--- src/rtl/txs_pkg.sv ---
package txs_pkg;
  typedef enum logic [1:0] {PH_OFF, PH_WARM, PH_FRAME} phase_e;
  typedef enum logic [1:0] {WK_DATA, WK_BREAK, WK_IDLE} word_e;
  localparam int CTL_W     = 4;
  localparam int CTL_BRK   = 0;
  localparam int CTL_EN    = 1;
  localparam int CTL_TCIE  = 2;
  localparam int CTL_TDRIE = 3;
endpackage

--- src/rtl/txs_bit_timer.sv ---
module txs_bit_timer #(
  parameter int OSR = 16
) (
  input  logic clk,
  input  logic rst_n,
  input  logic tick,
  input  logic run,
  output logic bit_end
);
  localparam int CW = (OSR > 1) ? $clog2(OSR) : 1;
  localparam logic [CW-1:0] LAST = CW'(OSR - 1);

  logic [CW-1:0] cnt_q, cnt_d;

  always_comb begin
    cnt_d   = cnt_q;
    bit_end = 1'b0;
    if (run && tick) begin
      if (cnt_q == LAST) begin
        cnt_d   = '0;
        bit_end = 1'b1;
      end else begin
        cnt_d = cnt_q + 1'b1;
      end
    end
  end

  always_ff @(posedge clk or negedge rst_n) begin
    if (!rst_n) cnt_q <= '0;
    else        cnt_q <= cnt_d;
  end

  AST_CNT_HOLDS_NO_TICK: assert property (@(posedge clk) disable iff (!rst_n)
    !tick |=> $stable(cnt_q));
  AST_CNT_ZERO_WHEN_STOPPED: assert property (@(posedge clk) disable iff (!rst_n)
    !run |-> (cnt_q == '0));
endmodule

--- src/rtl/txs_shifter.sv ---
module txs_shifter
  import txs_pkg::*;
#(
  parameter int DBITS = 8
) (
  input  logic             clk,
  input  logic             rst_n,
  input  logic             load,
  input  word_e            kind,
  input  logic [DBITS-1:0] data,
  input  logic             shift,
  output logic             line,
  output logic             last
);
  localparam int W  = DBITS + 3;
  localparam int LW = $clog2(W + 1);
  localparam logic [LW-1:0] DATA_LEN = LW'(DBITS + 2);
  localparam logic [LW-1:0] BRK_LEN  = LW'(DBITS + 3);

  logic [W-1:0]  sh_q, sh_d;
  logic [LW-1:0] left_q, left_d;

  always_comb begin
    sh_d   = sh_q;
    left_d = left_q;
    if (load) begin
      case (kind)
        WK_DATA: begin
          sh_d   = {2'b11, data, 1'b0};
          left_d = DATA_LEN;
        end
        WK_BREAK: begin
          sh_d   = {1'b1, {(W-1){1'b0}}};
          left_d = BRK_LEN;
        end
        default: begin
          sh_d   = '1;
          left_d = DATA_LEN;
        end
      endcase
    end else if (shift) begin
      sh_d   = {1'b1, sh_q[W-1:1]};
      left_d = left_q - 1'b1;
    end
  end

  always_ff @(posedge clk or negedge rst_n) begin
    if (!rst_n) begin
      sh_q   <= '1;
      left_q <= '0;
    end else begin
      sh_q   <= sh_d;
      left_q <= left_d;
    end
  end

  assign line = sh_q[0];
  assign last = (left_q == LW'(1));

  AST_WORD_STARTS_LOW: assert property (@(posedge clk) disable iff (!rst_n)
    (load && kind != WK_IDLE) |=> !line);
  AST_EMPTY_SHIFTER_HIGH: assert property (@(posedge clk) disable iff (!rst_n)
    (left_q == '0) |-> line);
endmodule

--- src/rtl/txs_hold_buf.sv ---
module txs_hold_buf #(
  parameter int DBITS = 8
) (
  input  logic             clk,
  input  logic             rst_n,
  input  logic             wr_en,
  input  logic [DBITS-1:0] wr_data,
  input  logic             take,
  input  logic             frame_done,
  output logic             full,
  output logic [DBITS-1:0] data,
  output logic             tc
);
  logic full_q, full_d, tc_q, tc_d;
  logic [DBITS-1:0] data_q;

  always_comb begin
    full_d = full_q;
    tc_d   = tc_q;
    if (take)                  full_d = 1'b0;
    if (frame_done && !full_q) tc_d   = 1'b1;
    if (wr_en) begin
      full_d = 1'b1;
      tc_d   = 1'b0;
    end
  end

  always_ff @(posedge clk or negedge rst_n) begin
    if (!rst_n) begin
      full_q <= 1'b0;
      tc_q   <= 1'b0;
    end else begin
      full_q <= full_d;
      tc_q   <= tc_d;
    end
  end

  always_ff @(posedge clk) begin
    if (wr_en) data_q <= wr_data;
  end

  assign full = full_q;
  assign data = data_q;
  assign tc   = tc_q;

  AST_WRITE_FILLS_BUFFER: assert property (@(posedge clk) disable iff (!rst_n)
    wr_en |=> full_q);
  AST_TC_ONLY_WHEN_EMPTY: assert property (@(posedge clk) disable iff (!rst_n)
    tc_q |-> !full_q);
endmodule

--- src/rtl/txs_serial_tx.sv ---
module txs_serial_tx
  import txs_pkg::*;
#(
  parameter int DBITS = 8,
  parameter int OSR   = 16
) (
  input  logic             clk,
  input  logic             rst_n,
  input  logic             bit_tick,
  input  logic             ctl_we,
  input  logic [3:0]       ctl_wdata,
  input  logic             wr_en,
  input  logic [DBITS-1:0] wr_data,
  output logic             txd,
  output logic             tdre,
  output logic             tc,
  output logic             irq_tdre,
  output logic             irq_tc
);
  logic [1:0] rst_sync_q;
  logic       rst_int_n;

  always_ff @(posedge clk or negedge rst_n) begin
    if (!rst_n) rst_sync_q <= 2'b00;
    else        rst_sync_q <= {rst_sync_q[0], 1'b1};
  end
  assign rst_int_n = rst_sync_q[1];

  logic [CTL_W-1:0] ctl_q, ctl_d;
  phase_e phase_q, phase_d;
  logic   idle_pend_q, idle_pend_d;
  logic   brk_pend_q, brk_pend_d;

  logic   en_rise, brk_fall, bit_end, last, line, full;
  logic   decide, frame_done, shift;
  logic   take_brk, take_idle, take_data, start;
  word_e  kind;
  logic [DBITS-1:0] buf_data;

  assign en_rise  = ctl_we && ctl_wdata[CTL_EN] && !ctl_q[CTL_EN];
  assign brk_fall = ctl_we && !ctl_wdata[CTL_BRK] && ctl_q[CTL_BRK];

  txs_bit_timer #(.OSR(OSR)) u_timer (
    .clk     (clk),
    .rst_n   (rst_int_n),
    .tick    (bit_tick),
    .run     (phase_q != PH_OFF),
    .bit_end (bit_end)
  );

  assign frame_done = (phase_q == PH_FRAME) && bit_end && last;
  assign shift      = (phase_q == PH_FRAME) && bit_end;
  assign decide     = ((phase_q == PH_OFF) && bit_tick)
                   || ((phase_q == PH_WARM) && bit_end)
                   || frame_done;

  // Word-boundary arbitration: break, then idle, then data
  always_comb begin
    take_brk  = 1'b0;
    take_idle = 1'b0;
    take_data = 1'b0;
    if (decide && ctl_q[CTL_EN]) begin
      if (ctl_q[CTL_BRK] || brk_pend_q) take_brk  = 1'b1;
      else if (idle_pend_q)             take_idle = 1'b1;
      else if (full)                    take_data = 1'b1;
    end
  end
  assign start = take_brk || take_idle || take_data;

  always_comb begin
    if (take_brk)       kind = WK_BREAK;
    else if (take_idle) kind = WK_IDLE;
    else                kind = WK_DATA;
  end

  always_comb begin
    phase_d     = phase_q;
    ctl_d       = ctl_q;
    idle_pend_d = (idle_pend_q && !take_idle) || (en_rise && phase_q == PH_FRAME);
    brk_pend_d  = (brk_pend_q || brk_fall) && !take_brk;
    if (decide) phase_d = start ? PH_FRAME : PH_OFF;
    if (en_rise && phase_q == PH_OFF) phase_d = PH_WARM;
    if (ctl_we) ctl_d = ctl_wdata;
  end

  always_ff @(posedge clk or negedge rst_int_n) begin
    if (!rst_int_n) begin
      phase_q     <= PH_OFF;
      ctl_q       <= '0;
      idle_pend_q <= 1'b0;
      brk_pend_q  <= 1'b0;
    end else begin
      phase_q     <= phase_d;
      ctl_q       <= ctl_d;
      idle_pend_q <= idle_pend_d;
      brk_pend_q  <= brk_pend_d;
    end
  end

  txs_hold_buf #(.DBITS(DBITS)) u_hold (
    .clk        (clk),
    .rst_n      (rst_int_n),
    .wr_en      (wr_en),
    .wr_data    (wr_data),
    .take       (take_data),
    .frame_done (frame_done),
    .full       (full),
    .data       (buf_data),
    .tc         (tc)
  );

  txs_shifter #(.DBITS(DBITS)) u_shift (
    .clk   (clk),
    .rst_n (rst_int_n),
    .load  (start),
    .kind  (kind),
    .data  (buf_data),
    .shift (shift),
    .line  (line),
    .last  (last)
  );

  assign txd      = line;
  assign tdre     = !full;
  assign irq_tdre = ctl_q[CTL_TDRIE] && tdre;
  assign irq_tc   = ctl_q[CTL_TCIE] && tc;

  AST_LINE_HIGH_OUTSIDE_WORD: assert property (@(posedge clk) disable iff (!rst_int_n)
    (phase_q != PH_FRAME) |-> txd);
  AST_NO_START_WHEN_DISABLED: assert property (@(posedge clk) disable iff (!rst_int_n)
    (!ctl_q[CTL_EN] && phase_q != PH_FRAME) |=> txd);
endmodule

--- config.mk ---
export PLATFORM = sky130hd
export DESIGN_NAME = txs_serial_tx
export DESIGN_NICKNAME = d
export VERILOG_FILES = /design/src/rtl/txs_pkg.sv /design/src/rtl/txs_bit_timer.sv /design/src/rtl/txs_shifter.sv /design/src/rtl/txs_hold_buf.sv /design/src/rtl/txs_serial_tx.sv
export SDC_FILE = /design/constraint.sdc
export NUM_CORES = 1
export LEC_CHECK = 0
export BUFFER_PORTS_ARGS = -buffer_cell sky130_fd_sc_hd__buf_2
export CAP_MARGIN = 20
export CORE_MARGIN = 10
export CORE_UTILIZATION = 40
export DETAILED_ROUTE_END_ITERATION = 8
export GPL_ROUTABILITY_DRIVEN = 0
export MAX_ROUTING_LAYER = met4
export PLACE_DENSITY = 0.57
export SKIP_LAST_GASP = 1
export SYNTH_ARGS = -nofsm -noshare
export SYNTH_HDL_FRONTEND = slang
export SYNTH_HIERARCHICAL = 1
export SYNTH_SLANG_ARGS = --single-unit
export TNS_END_PERCENT = 100
--- constraint.sdc ---
create_clock -name clk -period 2.62 [get_ports clk]
set_input_delay 0.262 -clock clk [delete_from_list [all_inputs] [get_ports clk]]
set_output_delay 0.262 -clock clk [all_outputs]
set_load 0.02 [all_outputs]
# --- Word-level counts from Yosys, hierarchy flattened ---
# Index checks and enable logic that the tools add are counted.
op_classes:
  addsub: 2
  mux: 27
  n_eq_ne: 5
  reduce_logical: 36
ops:
  columns: ["op", "count"]
  rows:
  - ["2-to-1 mux 11 bit", 2]
  - ["case mux 10 bit (2 select lines)", 1]
  - ["logical AND 1 bit", 17]
  - ["2-to-1 mux 1 bit", 16]
  - ["2-to-1 mux 4 bit", 3]
  - ["2-to-1 mux 2 bit", 5]
  - ["nonzero test 2 bit", 5]
  - ["logical OR 1 bit", 7]
  - ["logical NOT 1 bit", 5]
  - ["adder 4 x 1 -> 4 bit (second input constant)", 1]
  - ["== test 2 x 1 -> 1 bit (second input constant)", 2]
  - ["== test 4 x 1 -> 1 bit (second input constant)", 1]
  - ["== test 4 bit (second input constant)", 1]
  - ["logical NOT 2 bit", 2]
  - ["subtractor 4 x 1 -> 4 bit (second input constant)", 1]
  - ["== test 2 bit (second input constant)", 1]
totals:
  elab_cells: 81
  inputBits: 17
  out_inout_bits: 5
  regBits: 39

# --- Logic depth before layout (Yosys ltp) ---
logic_depth:
  ltp_word: 13
  ltp_mapped: 9
  depth_no_buf: 9

# --- Modules after synthesis ---
# The synthesis kept the hierarchy.
modules_own_cells:
  columns: ["module", "area_each_um2", "seq_area_each_um2", "instances", "cells_per_inst"]
  rows:
  - ["txs_shifter", 784.5, 362.8, 1, 73]
  - ["txs_serial_tx", 479.2, 250.2, 1, 44]
  - ["txs_hold_buf", 321.6, 290.3, 1, 15]
  - ["txs_bit_timer", 197.7, 100.1, 1, 18]

# --- Worst setup path after synthesis ---
# Ideal clock, no wire load.
synth_path:
  path_type: "register to register"
  from: "register phase_q[0]"
  to: "register u_shift.sh_q[3]"
  path_stages_with_launch: 10
  arrival_ps: 1967
  setup_time_ps: 93
  slack_ps: 560
  path_cell_list: "dfrtp_1 -> or2_2 -> nand2_2 -> nor2_1 -> and4b_4 -> o31ai_4 -> nor2_1 -> buf_2 -> a211oi_1 -> a21oi_1"
synth_between:
  elab_cells_between_ends: 25
  cone_classes: "eq/ne (3); mux (8); reduce/logical (14)"
synth_rtl:
  columns: ["element", "line", "rtl"]
  rows:
  - ["start: declaration", "txs_serial_tx.sv:30", "phase_e phase_q, phase_d;"]
  - ["start signal: assignment", "txs_serial_tx.sv:93", "phase_q <= phase_d;"]
  - ["nonzero test 2 bit (*)", "txs_serial_tx.sv:47", ".run (phase_q != PH_OFF),"]
  - ["logical AND 1 bit (*)", "txs_bit_timer.sv:18", "if (run && tick) begin"]
  - ["2-to-1 mux 1 bit (*)", "txs_bit_timer.sv:18", null]
  - ["named net bit_end", "txs_serial_tx.sv:34", "logic en_rise, brk_fall, bit_end, last, line, full;"]
  - ["logical AND 1 bit (*) (2 in a row)", "txs_serial_tx.sv:51", "assign frame_done = (phase_q == PH_FRAME) && bit_end && last;"]
  - ["named net frame_done", "txs_serial_tx.sv:35", "logic decide, frame_done, shift;"]
  - ["logical OR 1 bit (*)", "txs_serial_tx.sv:55", "|| frame_done;"]
  - ["logical AND 1 bit (*)", "txs_serial_tx.sv:62", "if (decide && ctl_q[CTL_EN]) begin"]
  - ["2-to-1 mux 1 bit", "txs_serial_tx.sv:62", null]
  - ["logical OR 1 bit", "txs_serial_tx.sv:68", "assign start = take_brk || take_idle || take_data;"]
  - ["logical OR 1 bit (*)", "txs_serial_tx.sv:68", null]
  - ["named net start", "txs_serial_tx.sv:36", "logic take_brk, take_idle, take_data, start;"]
  - ["2-to-1 mux 11 bit / nonzero test 2 bit (equally long branches)", null, null]
  - ["end signal: assignment", "txs_shifter.sv:49", "sh_q <= '1;"]
  - ["end signal: assignment", "txs_shifter.sv:52", "sh_q <= sh_d;"]
  - ["end: declaration", "txs_shifter.sv:20", "logic [W-1:0] sh_q, sh_d;"]
# Mark *: on every way through the listed nets, which the timed path passes. The rest lies on a longest branch.
# A chain may end at the register's enable or synchronous reset.

# --- Worst setup path in the final report ---
layout_path:
  from: "register u_timer.cnt_q[0]"
  to: "register u_shift.sh_q[9]"
layout_between:
  elab_cells_between_ends: 21
  cone_classes: "eq/ne (2); mux (9); reduce/logical (10)"
layout_rtl:
  columns: ["element", "line", "rtl"]
  rows:
  - ["start: declaration", "txs_bit_timer.sv:13", "logic [CW-1:0] cnt_q, cnt_d;"]
  - ["start signal: assignment", "txs_bit_timer.sv:30", "else cnt_q <= cnt_d;"]
  - ["== test 4 bit (*)", "txs_bit_timer.sv:19", "if (cnt_q == LAST) begin"]
  - ["2-to-1 mux 1 bit (*)", "txs_bit_timer.sv:19", null]
  - ["2-to-1 mux 1 bit (*)", "txs_bit_timer.sv:18", null]
  - ["named net bit_end", "txs_serial_tx.sv:34", null]
  - ["logical AND 1 bit (*) (2 in a row)", "txs_serial_tx.sv:51", null]
  - ["named net frame_done", "txs_serial_tx.sv:35", null]
  - ["logical OR 1 bit (*)", "txs_serial_tx.sv:55", null]
  - ["logical AND 1 bit (*)", "txs_serial_tx.sv:62", null]
  - ["2-to-1 mux 1 bit", "txs_serial_tx.sv:62", null]
  - ["logical OR 1 bit", "txs_serial_tx.sv:68", null]
  - ["logical OR 1 bit (*)", "txs_serial_tx.sv:68", null]
  - ["named net start", "txs_serial_tx.sv:36", null]
  - ["2-to-1 mux 11 bit / nonzero test 2 bit (equally long branches)", null, null]
# Marks and branches as above.

==> impl_metrics.csv <==
group,metric,value,unit
global_route,grt_max_degree,24,
routing,final_antenna_net_count,0,
final_layout,antenna_cells,0,
clock_network,cts_buffers,5,
timing,worst_pin_slew,0.912,ns
die,die_y,86.8,um
global_route,grtUsageTotal,9.27,%
timing,fin_crit,2.37,ns
routing,dr.max_layer_used,"met4",
power,p_total,1.82,mW
die,core_area,0.00432,mm^2
routing,drc_errors,0,
synthesis,ys_seq_area_share,56.3,%
routing,wl_met3,127,um
timing,rsz0062_at_grt,"no",
synthesis,synthesis.area,0.00178,mm^2
placed_design,hpwl,2350,um
global_route,grt-ovfl-total,0,
global_route,grt_pass1_vias,1182,
routing,dr.pass1.iters,4,
clock_network,cts_tree,"yes",
power,vdd_drop_max,0.390,mV
synthesis,synth_async_sr_flop_share,78.9,%
synthesis,synthDistinctLibCells,47,
final_layout,post_route_cells_drive_above_1_share,36.9,%
timing,period_share,90.3,%
synthesis,synthFlopType,"dfrtp_1",
critical_path,cp_cell_sequence,"ha_1, nand3_1, nor2_1, and4b_4, o31ai_4, nor2_1, buf_4, nand3b_1, o31a_2",
die,pin_count,22,
die,die_x,86.8,um
clock_network,cts_buffer_depth,2,
synthesis,syn_nets,170,
die,die_area,0.00753,mm^2
critical_path,cpPeakStageDelay,0.42,ns
critical_path,path_max_fanout,19,
clock_network,path_clk_slew,0.08,ns
final_layout,final_cells,231,
global_route,grt_first_pass_wirelength,5510,um
timing,fin_skew,0.00404,ns
timing,hold_viol,0,
clock_network,htreeDepth,2,
synthesis,yosysWarnings,6,
critical_path,end_kind,"flip-flop",
synthesis,yosysTopAreaCell,"dfrtp_1",
die,start_util,41.2,%
critical_path,critPathMostFrequentCell,"nor2_1",
global_route,antenna_found_initial,0,
placed_design,dp.cells,222,
routing,wl_met1,1620,um
critical_path,slowest_stage,"dfrtp_1",
synthesis,synth_top_area_share,28.1,%
synthesis,ys_ff_latch,38,
routing,post_drt_via_cell_ratio,5.10,
power,power.density,881,mW/mm^2
routing,wire_per_inst,13.8,um
routing,wl,3190,um
die,std_cell_rows,24,
synthesis,synth_edf_count,8,
critical_path,critical_path_class,"reg -> reg",
critical_path,required,2.84,ns
routing,drt-initial-drc-count,83,
placed_design,port_buffers,21,
clock_network,cts-root-buf,"clkbuf_8",
timing,holdWs,0.143,ns
clock_network,clock_latency,0.29,ns
synthesis,syn_area_per_cell,11.9,um^2
timing,fin_tns_setup,0,ns
status,status,"complete, no violations",
final_layout,syn_to_final_growth,16.1,%
final_layout,n_fill_cell,409,
synthesis,synthCells,150,
final_layout,final_util,47.9,%
power,power_leakage,0.861,nW
job,max_cap_violations,0,
routing,vias,1179,
timing,timing.fmax,423,MHz
timing,finalMaxSlewViolations,0,
clock_network,cts-resized-gates,0,
synthesis,synth.area.top_cells,"dfrtp_1, dfstp_2, edfxtp_1",
timing,slew_headroom,39.2,%
timing,setup_violations,0,
critical_path,cp.arrival,2.58,ns
hold_path,min_path_type,"in -> reg",
routing,dr_wl_met2,1400,um
final_layout,fin_nets,198,
critical_path,critical_path.startpoint_type,"flip-flop",
clock_network,clkSinkCount,38,
==> layout make-up <==
| class | count | area (um^2) | area share, % |
|---|---|---|---|
| Clock inverter | 3 | 45.0 | 2.18 |
| Sequential cell | 38 | 1000 | 48.5 |
| Timing Repair Buffer | 27 | 153 | 7.37 |
| Multi-Input combinational cell | 98 | 706 | 34.1 |
| Tap cell | 52 | 65.1 | 3.14 |
| Inverter | 8 | 30.0 | 1.45 |
| Clock buffer | 5 | 68.8 | 3.32 |
==> stage by stage <==
step,instance area (um^2),worst slack [ns]
after floorplan,1780,0.560
after global placement,1950,0.354
after detailed placement,1950,0.288
after CTS,2070,0.253
after global routing,2070,0.0821
final,2070,0.255
==> logic make-up (layout without fill, tap and decap cells) <==
family | Yosys count | after routing | synth area share [%]
AO/OA/AOI/OAI | 42 | 42 | 16.9
XOR/XNOR | 4 | 4 | 1.97
adder cells (fa/ha/maj) | 3 | 3 | 2.11
other | 1 | 1 | 0.210
flip-flops | 38 | 38 | 56.3
multiplexers | 5 | 5 | 3.30
AND/OR/NAND/NOR | 43 | 43 | 14.8
buffers and inverters | 14 | 43 | 4.42
==> synthesized netlist by cell type, types with 2 or more instances <==
cell type,number
a21oi_1,17
and2b_2,3
edfxtp_1,8
nor2_1,8
clkbuf_1,2
nand2b_1,3
a21o_1,2
inv_1,8
o21ai_0,5
mux2_2,3
nor2b_1,6
nand2_1,7
a211oi_1,4
a211oi_2,4
dfrtp_1,20
dfstp_2,10
xnor2_1,3
nand3_1,3
ha_1,3
nor3b_1,4
==> power by group <==
group	total, mW	switching [mW]	internal (mW)	leakage, nW
sequential	0.920	0.131	0.789	0.414
combinational	0.412	0.190	0.222	0.396
clock	0.493	0.210	0.283	0.0504
total	1.82	0.531	1.29	0.861
==> timing repair <==
item | in CTS | in global routing
endpoints found under the hold margin | 2 | 0
buffers inserted | 0 | 0
hold buffers | 1 | 0
==> critical path, delay by kind of cell (launching register included) <==
kind                     cells  cell delay [ns]
buffers and inverters        1             0.31
AO/OA/AOI/OAI                2             0.25
flip-flops                   1             0.42
AND/OR/NAND/NOR              5             1.07
adder cells (fa/ha/maj)      1             0.22
==> sequential cells by signal, indices dropped and copies added, names as in the netlist <==
register / cells
u_shift/sh_q: 10
u_hold/data: 8
ctl_q: 4
u_shift/left_q: 4
u_timer/cnt_q: 4
phase_q: 2
rst_sync_q: 2
brk_pend_q: 1
idle_pend_q: 1
u_hold/full: 1
u_hold/tc: 1
==> path summary, 6_finish.rpt <==
path / to / cells after the start / from / slack (ns)
setup reg to reg: u_shift/sh_q[9] / 9 / u_timer/cnt_q[0] / 0.25
min in group asynchronous: rst_sync_q[1] / 2 / rst_n / 0.27
hold reg to reg: rst_sync_q[1] / 0 / rst_sync_q[0] / 0.37
hold / removal: u_hold/data[2] / 1 / wr_data[2] / 0.14
setup / recovery: u_shift/sh_q[9] / 9 / u_timer/cnt_q[0] / 0.25
max in group asynchronous: u_shift/sh_q[8] / 1 / rst_sync_q[1] / 1.54
==> metal layers <==
layer  GRT usage [%]  vias to the layer above
li1                -                      588
met1            12.5                      554
met2            12.4                       31
met3            3.10                        6
met4            3.53                        0
met5               -                        -
==> placed cells by master, fill, tap and decap left out, drive strengths merged, types with 5 or more instances in the layout <==
master and instances:
clkbuf 5, buf 26, dfrtp 20, a211oi 8, dfstp 10, o21ai 6
edfxtp 8, a21oi 18, inv 8, nor2b 6, nand2 8, nor2 8
(Power assumes the default switching activity.)
